--- config.mk ---
export PLATFORM = sky130hd
export DESIGN_NAME = dvs_slew_ctrl
export DESIGN_NICKNAME = d
export VERILOG_FILES = /design/src/rtl/dvs_pkg.sv /design/src/rtl/dvs_target_sel.sv /design/src/rtl/dvs_step_timer.sv /design/src/rtl/dvs_slew_ctrl.sv
export SDC_FILE = /design/constraint.sdc
export NUM_CORES = 1
export LEC_CHECK = 0
export CORE_ASPECT_RATIO = 0.6
export CORE_MARGIN = 2
export CORE_UTILIZATION = 51
export CTS_BUF_LIST = sky130_fd_sc_hd__clkbuf_8
export DETAILED_ROUTE_END_ITERATION = 8
export PLACE_DENSITY = 0.82
export SLEW_MARGIN = 20
export SYNTH_ARGS = -nofsm -noshare
export SYNTH_HDL_FRONTEND = slang
export SYNTH_SLANG_ARGS = --single-unit
--- constraint.sdc ---
create_clock -name clk -period 3.6 [get_ports clk]
set_input_delay 0.54 -clock clk [delete_from_list [all_inputs] [get_ports clk]]
set_output_delay 0.54 -clock clk [all_outputs]
set_load 0.01 [all_outputs]
--- src/rtl/dvs_pkg.sv ---
package dvs_pkg;
    typedef enum logic [1:0] {
        ST_OFF  = 2'd0,
        ST_HOLD = 2'd1,
        ST_RISE = 2'd2,
        ST_FALL = 2'd3
    } dvs_state_t;
endpackage

--- src/rtl/dvs_target_sel.sv ---
module dvs_target_sel #(
    parameter int CODE_W = 7
) (
    input  logic              sel_pin,
    input  logic [CODE_W-1:0] code_lo,
    input  logic [CODE_W-1:0] code_hi,
    input  logic [1:0]        mode,
    output logic [CODE_W-1:0] target,
    output logic              forced_pwm
);
    // The select pin chooses both the setpoint and the mode bit that applies.
    always_comb begin
        target     = sel_pin ? code_hi : code_lo;
        forced_pwm = sel_pin ? mode[1] : mode[0];
    end
endmodule

--- src/rtl/dvs_step_timer.sv ---
module dvs_step_timer #(
    parameter int SLEW_W = 3
) (
    input  logic              clk,
    input  logic              rst_n,
    input  logic              run,
    input  logic              tick,
    input  logic [SLEW_W-1:0] slew,
    output logic              step
);
    localparam int PRE_W = (1 << SLEW_W) - 1;

    logic [PRE_W-1:0] cnt_q;
    logic [PRE_W-1:0] limit;

    // The limit is 2^slew - 1, and a step fires when the count reaches it.
    always_comb begin
        limit = (PRE_W'(1) << slew) - PRE_W'(1);
        step  = run && tick && (cnt_q >= limit);
    end

    always_ff @(posedge clk or negedge rst_n) begin
        if (!rst_n)       cnt_q <= '0;
        else if (!run)    cnt_q <= '0;
        else if (tick)    cnt_q <= step ? '0 : cnt_q + PRE_W'(1);
    end

    AST_STEP_NEEDS_TICK: assert property (@(posedge clk) disable iff (!rst_n)
        !tick |=> $stable(cnt_q) || cnt_q == '0);
endmodule

--- src/rtl/dvs_slew_ctrl.sv ---
module dvs_slew_ctrl #(
    parameter int CODE_W     = 7,
    parameter int SLEW_W     = 3,
    parameter int START_CODE = 0
) (
    input  logic              clk,
    input  logic              rst_n,
    input  logic              enable,
    input  logic              sel_pin,
    input  logic [CODE_W-1:0] code_lo,
    input  logic [CODE_W-1:0] code_hi,
    input  logic [SLEW_W-1:0] slew,
    input  logic [1:0]        mode,
    input  logic              tick,
    input  logic              out_reached,
    output logic [CODE_W-1:0] dac_code,
    output logic              sw_inhibit,
    output logic              ramp_up,
    output logic              ramp_down,
    output logic              forced_pwm
);
    import dvs_pkg::*;

    localparam logic [CODE_W-1:0] START = CODE_W'(START_CODE);

    dvs_state_t        state_q, state_d;
    logic [CODE_W-1:0] code_q, code_d;
    logic [CODE_W-1:0] target;
    logic              rise_req;
    logic              step;

    dvs_target_sel #(.CODE_W(CODE_W)) u_sel (
        .sel_pin    (sel_pin),
        .code_lo    (code_lo),
        .code_hi    (code_hi),
        .mode       (mode),
        .target     (target),
        .forced_pwm (forced_pwm)
    );

    assign rise_req = enable && (code_q < target);

    dvs_step_timer #(.SLEW_W(SLEW_W)) u_tmr (
        .clk   (clk),
        .rst_n (rst_n),
        .run   (rise_req),
        .tick  (tick),
        .slew  (slew),
        .step  (step)
    );

    // Next code and next state: the state is taken from the updated code.
    always_comb begin
        if (!enable)
            code_d = START;
        else if (code_q < target && step)
            code_d = code_q + CODE_W'(1);
        else if (code_q > target && out_reached)
            code_d = target;
        else
            code_d = code_q;

        if (!enable)              state_d = ST_OFF;
        else if (code_d < target) state_d = ST_RISE;
        else if (code_d > target) state_d = ST_FALL;
        else                      state_d = ST_HOLD;
    end

    // State register
    always_ff @(posedge clk or negedge rst_n) begin
        if (!rst_n) begin
            state_q <= ST_OFF;
            code_q  <= START;
        end else begin
            state_q <= state_d;
            code_q  <= code_d;
        end
    end

    // Outputs
    always_comb begin
        dac_code   = code_q;
        sw_inhibit = 1'b0;
        ramp_up    = 1'b0;
        ramp_down  = 1'b0;
        unique case (state_q)
            ST_OFF:  ;
            ST_HOLD: ;
            ST_RISE: ramp_up = 1'b1;
            ST_FALL: begin
                ramp_down  = 1'b1;
                sw_inhibit = 1'b1;
            end
        endcase
    end

    AST_SINGLE_STEP_UP: assert property (@(posedge clk) disable iff (!rst_n)
        (dac_code > $past(dac_code)) |-> ({1'b0, dac_code} == {1'b0, $past(dac_code)} + 1'b1));

    AST_FALL_FREEZE: assert property (@(posedge clk) disable iff (!rst_n)
        (ramp_down && enable && !out_reached && target < dac_code) |=> $stable(dac_code));

    AST_OFF_CLEARS: assert property (@(posedge clk) disable iff (!rst_n)
        !enable |=> (dac_code == START && !ramp_up && !ramp_down && !sw_inhibit));

    AST_FLAGS_EXCLUSIVE: assert property (@(posedge clk) disable iff (!rst_n)
        !(ramp_up && ramp_down) && (sw_inhibit == ramp_down));
endmodule

---- After elaboration in Yosys (flattened, before gate mapping) ----
Index checks and enable logic that the tools add are counted.
W data, S select, Z words.
operators by class
  add/sub/neg operators ................... 3
  equality and inequality tests ........... 3
  reduce and logical (&&, ||, !) cells .... 5
  muxes and demuxes ....................... 13
  order comparisons ....................... 5
  shift-type cells ........................ 1
operator list
  kind                   count
  $mux W7                7
  $add A7 B1 Y7 const B  2
  $gt A7 B7 Y1           2
  $lt A7 B7 Y1           2
  $ge A7 B7 Y1           1
  $shl A1 B3 Y7 const A  1
  $sub A7 B2 Y7 const B  1
  $mux W2                3
  $logic_and A1 B1 Y1    5
  $eq A2 B2 Y1 const B   2
  $mux W1                3
  $ne A2 B2 Y1 const B   1
word-level totals
  output and inout port bits .............. 11
  register bits ........................... 16
  word-level logic and storage cells ...... 33
  input bits .............................. 25

---- Depth between registers and ports, before layout ----
  depth after elaboration ................. 12
  mapped depth ............................ 17
  depth with buffers taken out ............ 15

---- Modules after synthesis ----
From an unflattened synthesis, not the netlist that was laid out.
unflattened totals
  cell total of the unflattened synthesis .. 168
  area total of the unflattened synthesis .. 1579.0 µm²
modules (own cells, without submodules)
  module          cells each  times used  area each (µm²)  seq. area each (µm²)
  dvs_slew_ctrl   94          1           844.6            225.2
  dvs_step_timer  65          1           603.1            175.2
  dvs_target_sel  9           1           131.4            0.0

---- Least setup slack after synthesis ----
No wires, ideal clock.
  path kind ............................... input -> register
  from .................................... in sel_pin
  to ...................................... reg state_q[0]
  buffers on the path ..................... 1
  required time ........................... 3.481 ns
  path slack .............................. -0.217 ns
  setup time .............................. 0.119 ns
  stages .................................. 16
  arrival ................................. 3.698 ns
  path through ............................ clkbuf_1 mux2i_1 ha_1 a21oi_2 a21oi_2 or3_1 o211ai_1 mux2_2 o22ai_1 ha_1 nor2b_1 o21ai_0 nand2b_1 a21oi_1 o21ai_0 and2_1
between the ends
  word-level cells in the longest chain between the ends .. 11
  elaborated cells on any way between the ends .. 14
  those cells by class .................... order compare (3); mux (6); reduce/logical (5)
ends and longest elaborated chain
  what                               RTL line                                  source
  start, declared                    dvs_slew_ctrl.sv:9                        input logic sel_pin,
  $mux W7 (*)                        dvs_target_sel.sv:13                      target = sel_pin ? code_hi : code_lo;
  $lt A7 B7 Y1                       dvs_slew_ctrl.sv:41, dvs_slew_ctrl.sv:56
  $logic_and A1 B1 Y1                dvs_slew_ctrl.sv:41                       assign rise_req = enable && (code_q < target);
  $logic_and A1 B1 Y1 (2 in series)  dvs_step_timer.sv:19                      step = run && tick && (cnt_q >= limit);
  $logic_and A1 B1 Y1                dvs_slew_ctrl.sv:56                       else if (code_q < target && step)
  $mux W7 (*)                        dvs_slew_ctrl.sv:56
  $mux W7 (*)                        dvs_slew_ctrl.sv:54                       if (!enable)
  net code_d[1]                      dvs_slew_ctrl.sv:27                       logic [CODE_W-1:0] code_q, code_d;
  $lt A7 B7 Y1 (*)                   dvs_slew_ctrl.sv:64                       else if (code_d < target) state_d = ST_RISE;
  $mux W2 (*)                        dvs_slew_ctrl.sv:64
  $mux W2 (*)                        dvs_slew_ctrl.sv:63                       if (!enable) state_d = ST_OFF;
  net state_d[0]                     dvs_slew_ctrl.sv:26                       dvs_state_t state_q, state_d;
  end signal, assigned               dvs_slew_ctrl.sv:75                       state_q <= state_d;
  end, declared                      dvs_slew_ctrl.sv:26
The timed path passes the listed nets; every way through them passes the cells marked *.
A chain may end at the register's enable or synchronous reset.

---- Final worst setup path ----
  from .................................... in slew[2]
  to ...................................... reg state_q[0]
between the ends
  word-level cells in the longest chain between the ends .. 10
ends and longest elaborated chain
  what                 RTL line              source
  start, declared      dvs_slew_ctrl.sv:12   input logic [SLEW_W-1:0] slew,
  $shl A1 B3 Y7        dvs_step_timer.sv:18  limit = (PRE_W'(1) << slew) - PRE_W'(1);
  $sub A7 B2 Y7        dvs_step_timer.sv:18
  $ge A7 B7 Y1         dvs_step_timer.sv:19
  $logic_and A1 B1 Y1  dvs_step_timer.sv:19
  $logic_and A1 B1 Y1  dvs_slew_ctrl.sv:56
  $mux W7              dvs_slew_ctrl.sv:56
  $mux W7              dvs_slew_ctrl.sv:54
  $lt A7 B7 Y1         dvs_slew_ctrl.sv:64
  $mux W2              dvs_slew_ctrl.sv:64
  $mux W2              dvs_slew_ctrl.sv:63
  net state_d[0]       dvs_slew_ctrl.sv:26
The timed path passes the listed nets, and every way through them passes these cells.

==> summary.txt <==
Tmin final: 3.88 ns
GR Util All Layers: 0.322
Worst hold stages: 1
CTS Buf Count: 3
Reg power frac: 0.339
Row count: 15
Hold Crit Class: reg2reg
Critical Path Sink Type: flip-flop
Most frequent cells in the layout: buf_4 (46), clkdlybuf4s50_1 (22), dfrtp_1 (16)
DIE HEIGHT: 45.9 um
Placed cell area: 2050 sq um
Largest family of logic cells by synthesized area: compound AO/OA/AOI/OAI gates
FILL cells: 87
Rel. slew slack: 0.463
First-pass GRT wire length: 7870 um
Max-slew violation count: 0
Detailed Routing Iterations Pass 1: 8
Antenna violations before repair: 1
Clock Power Share: 0.298
Clk sinks: 16
Final Setup Violations: 2
Layout cell share with drive strength beyond 1: 0.413
Synth Register Bits: 16
Crit path arrival time: 4.08 ns
Max Clk Rate: 0.258 GHz
Core Region: 2830 sq um
Final HPWL DP: 3250 um
P_leak: 1.25 nW
Status: finished, violations left
CTS clk-pin slew, worst paths: 0.07 ns
Max VDD drop: 0.190 mV
Final net count: 289
Clk root buf: clkbuf_8
Final ANT Viol Nets: 0
Non-filler instance count after layout: 283
Post-Route WL: 7160 um
Port Buf Inserts: 35
Drt wl/cell: 25.3 um
Max Buffers Root-to-Sink: 2
Design area: 2630 sq um
R2R Path End: state_q[0]$_DFF_PN0_
Finished Core Util: 0.929
Hold Crit Start: u_tmr.cnt_q[6]$_DFFE_PN0P_
Crit path max fanout: 6
Die footprint: 3390 sq um
Die X: 73.8 um
Worst Tran Pin Value: 0.803 ns
Total grt overflow: 0
First-iteration detailed-routing DRC count: 277
Endpoint, Worst Hold: u_tmr.cnt_q[6]$_DFFE_PN0P_
Cell Area, Synth: 1490 sq um
Psw: 0.190 mW
Internal power: 0.397 mW
GP Congestion: 0.926
Reg2reg setup slack: 0.21 ns
Commonest non-fill, non-tap cell in the layout: buf_4
Post-synthesis mux area share: 0.103
Setup WS pre-CTS: -0.594 ns
Post-Synthesis Cells: 157
Post-synthesis xor/xnor area fraction: 0
Final hold vios: 0
WP data required: 3.80 ns
R2R Path Start: dac_code[4]$_DFF_PN0_
DRC viols: 0
Comb power frac: 0.363
IO Pins: 36
Simple-Gate Fraction of Synth Area: 0.185
P per Cell Area: 223 nW/um^2
CTS tree: yes
Area Growth Syn to Fin: 76.5%
Final setup margin: -0.280 ns
Vias in the first global route: 1,555
RSZ-0062 raised after global routing: true
Cells after DPL: 252
Seq/Total Area, Yosys: 0.268
Hold_buf cts: 0
Post-synthesis adder-cell area fraction: 0.193
Worst Reg2Reg Path Length in Cells: 15
Vias per Instance: 6.88
Net Count, Synth: 205
Post-synthesis compound-gate area fraction: 0.206
Synth warnings: 0
Sw Ratio: 0.323
CP Class: in2reg
Failing checks: setup timing
Largest net degree at the start of global routing: 17
Unique masters post-synth: 37
Initial Util: 0.526
Max-capacitance violation count: 0
Worst skew pair latency: 0.27 ns
Startpoint Class: primary input
CTS H-tree depth: 1
Syn_area_per_cell: 9.50 sq um
Via count of the routed design: 1,948
Clk_skew: 0.00700 ns
Period utilization: 1.08
[cells in the mapped netlist]
library cell  instances  area (sq um)
or2_2                 2          12.5
o21ai_0               6          30.0
nand2_1              13          48.8
nand2b_1              4          25.0
mux2i_1              12           120
buf_4                 3          22.5
dfrtp_1              16           400
and3_1                3          18.8
a21oi_1               7          35.0
mux2_2                3          33.8
a21oi_2               2          17.5
nor2_1                3          11.3
nor4b_4               1          23.8
buf_6                 1          11.3
nor2b_1               2          12.5
nand3b_1              1          7.51
o22ai_1               2          12.5
a21boi_0              1          7.51
or2b_1                1          7.51
o22a_1                1          8.76
a31oi_1               6          37.5
a41oi_1               2          17.5
o2bb2ai_1             5          43.8
nand4_1               4          25.0
and2_1                2          12.5
a211oi_2              1          12.5
nor3b_2               1          12.5
nand3_1               9          45.0
inv_1                 7          26.3
or3_1                 2          12.5
o32ai_2               1          16.3
a32o_1                1          10.0
o211ai_1              1          7.51
clkbuf_1              2          7.51
o32ai_1               4          35.0
a21o_1                2          15.0
ha_1                 23           288
[metrics by stage]
stage               setup TNS [ns]  total power [mW]  hold WS [ns]
floorplan                        0             0.263         0.244
global placement            -0.871             0.330         0.489
detailed placement           -1.17             0.339         0.500
CTS                              0             0.518         0.509
global route                -0.663             0.598         0.603
finish                      -0.549             0.587         0.580
[worst max-delay path by stage]
stage | slack [ns] | from | to | cells after the start
2_1_floorplan | 0.01 | sel_pin | state_q[0]$_DFF_PN0_ | 16
3_3_place_gp | -0.44 | sel_pin | state_q[0]$_DFF_PN0_ | 17
3_5_place_dp | -0.59 | sel_pin | state_q[0]$_DFF_PN0_ | 17
4_1_cts | 0.03 | sel_pin | state_q[0]$_DFF_PN0_ | 16
5_1_grt | -0.34 | slew[1] | state_q[0]$_DFF_PN0_ | 19
6_report | -0.28 | slew[2] | state_q[0]$_DFF_PN0_ | 19
[cell families after synthesis]
kind of cell,Yosys count
adders and majority gates,23
DFF,16
buffers and inverters,13
and+or+nand+nor,48
AOI/OAI and AO/OA,42
muxes,15
[layout make-up]
class	instances	area [sq um]	share of cell area
diodes	1	2.50	0.000951
multi-input cells	128	1290	0.491
inverters	7	26.3	0.00998
clock buffers	4	55.1	0.0209
well taps	42	52.6	0.0200
repair buffers	85	802	0.305
flip-flops and latches	16	400	0.152
[power by group through the flow]
| stage | Combinational, mW | Sequential, mW | Clock, mW |
|---|---|---|---|
| 6_report | 0.213 | 0.199 | 0.175 |
| 5_1_grt | 0.223 | 0.199 | 0.177 |
| 4_1_cts | 0.161 | 0.196 | 0.161 |
| 3_5_place_dp | 0.140 | 0.199 | 0 |
| 3_3_place_gp | 0.131 | 0.199 | 0 |
| 2_1_floorplan | 0.0657 | 0.197 | 0 |
[routing by layer]
layer  GRT usage  share of wire  vias to the layer above
met5           0         0.0035                        -
met4       0.109          0.090                        2
met3      0.0686           0.11                       85
met2       0.532           0.43                      214
met1       0.426           0.37                      878
li1            -              -                      769
[state kept, by name, indices dropped and copies added (netlist names)]
name,count
state_q,2
dac_code,7
u_tmr.cnt_q,7
[critical path: stages]
cell and delay, ns:
clkdlybuf4s50_1 0.52, buf_4 0.18, o21ai_0 0.16, ha_1 0.37, nand4_1 0.14, and3_1 0.24
o21ai_2 0.11, nand3_2 0.15, buf_8 0.18, buf_4 0.17, buf_4 0.14, o22a_1 0.21
ha_2 0.18, nor2b_1 0.17, o21ai_1 0.10, nand2b_1 0.10, a21oi_2 0.07, o21ai_2 0.18
and2_1 0.15
[timing repair]
action,in CTS,in global routing
pin swaps,7,25
endpoints found under the setup margin,2,2
cloned,0,0
resized for setup,26,41
buffers inserted,13,13
(Power assumes the default switching activity.)
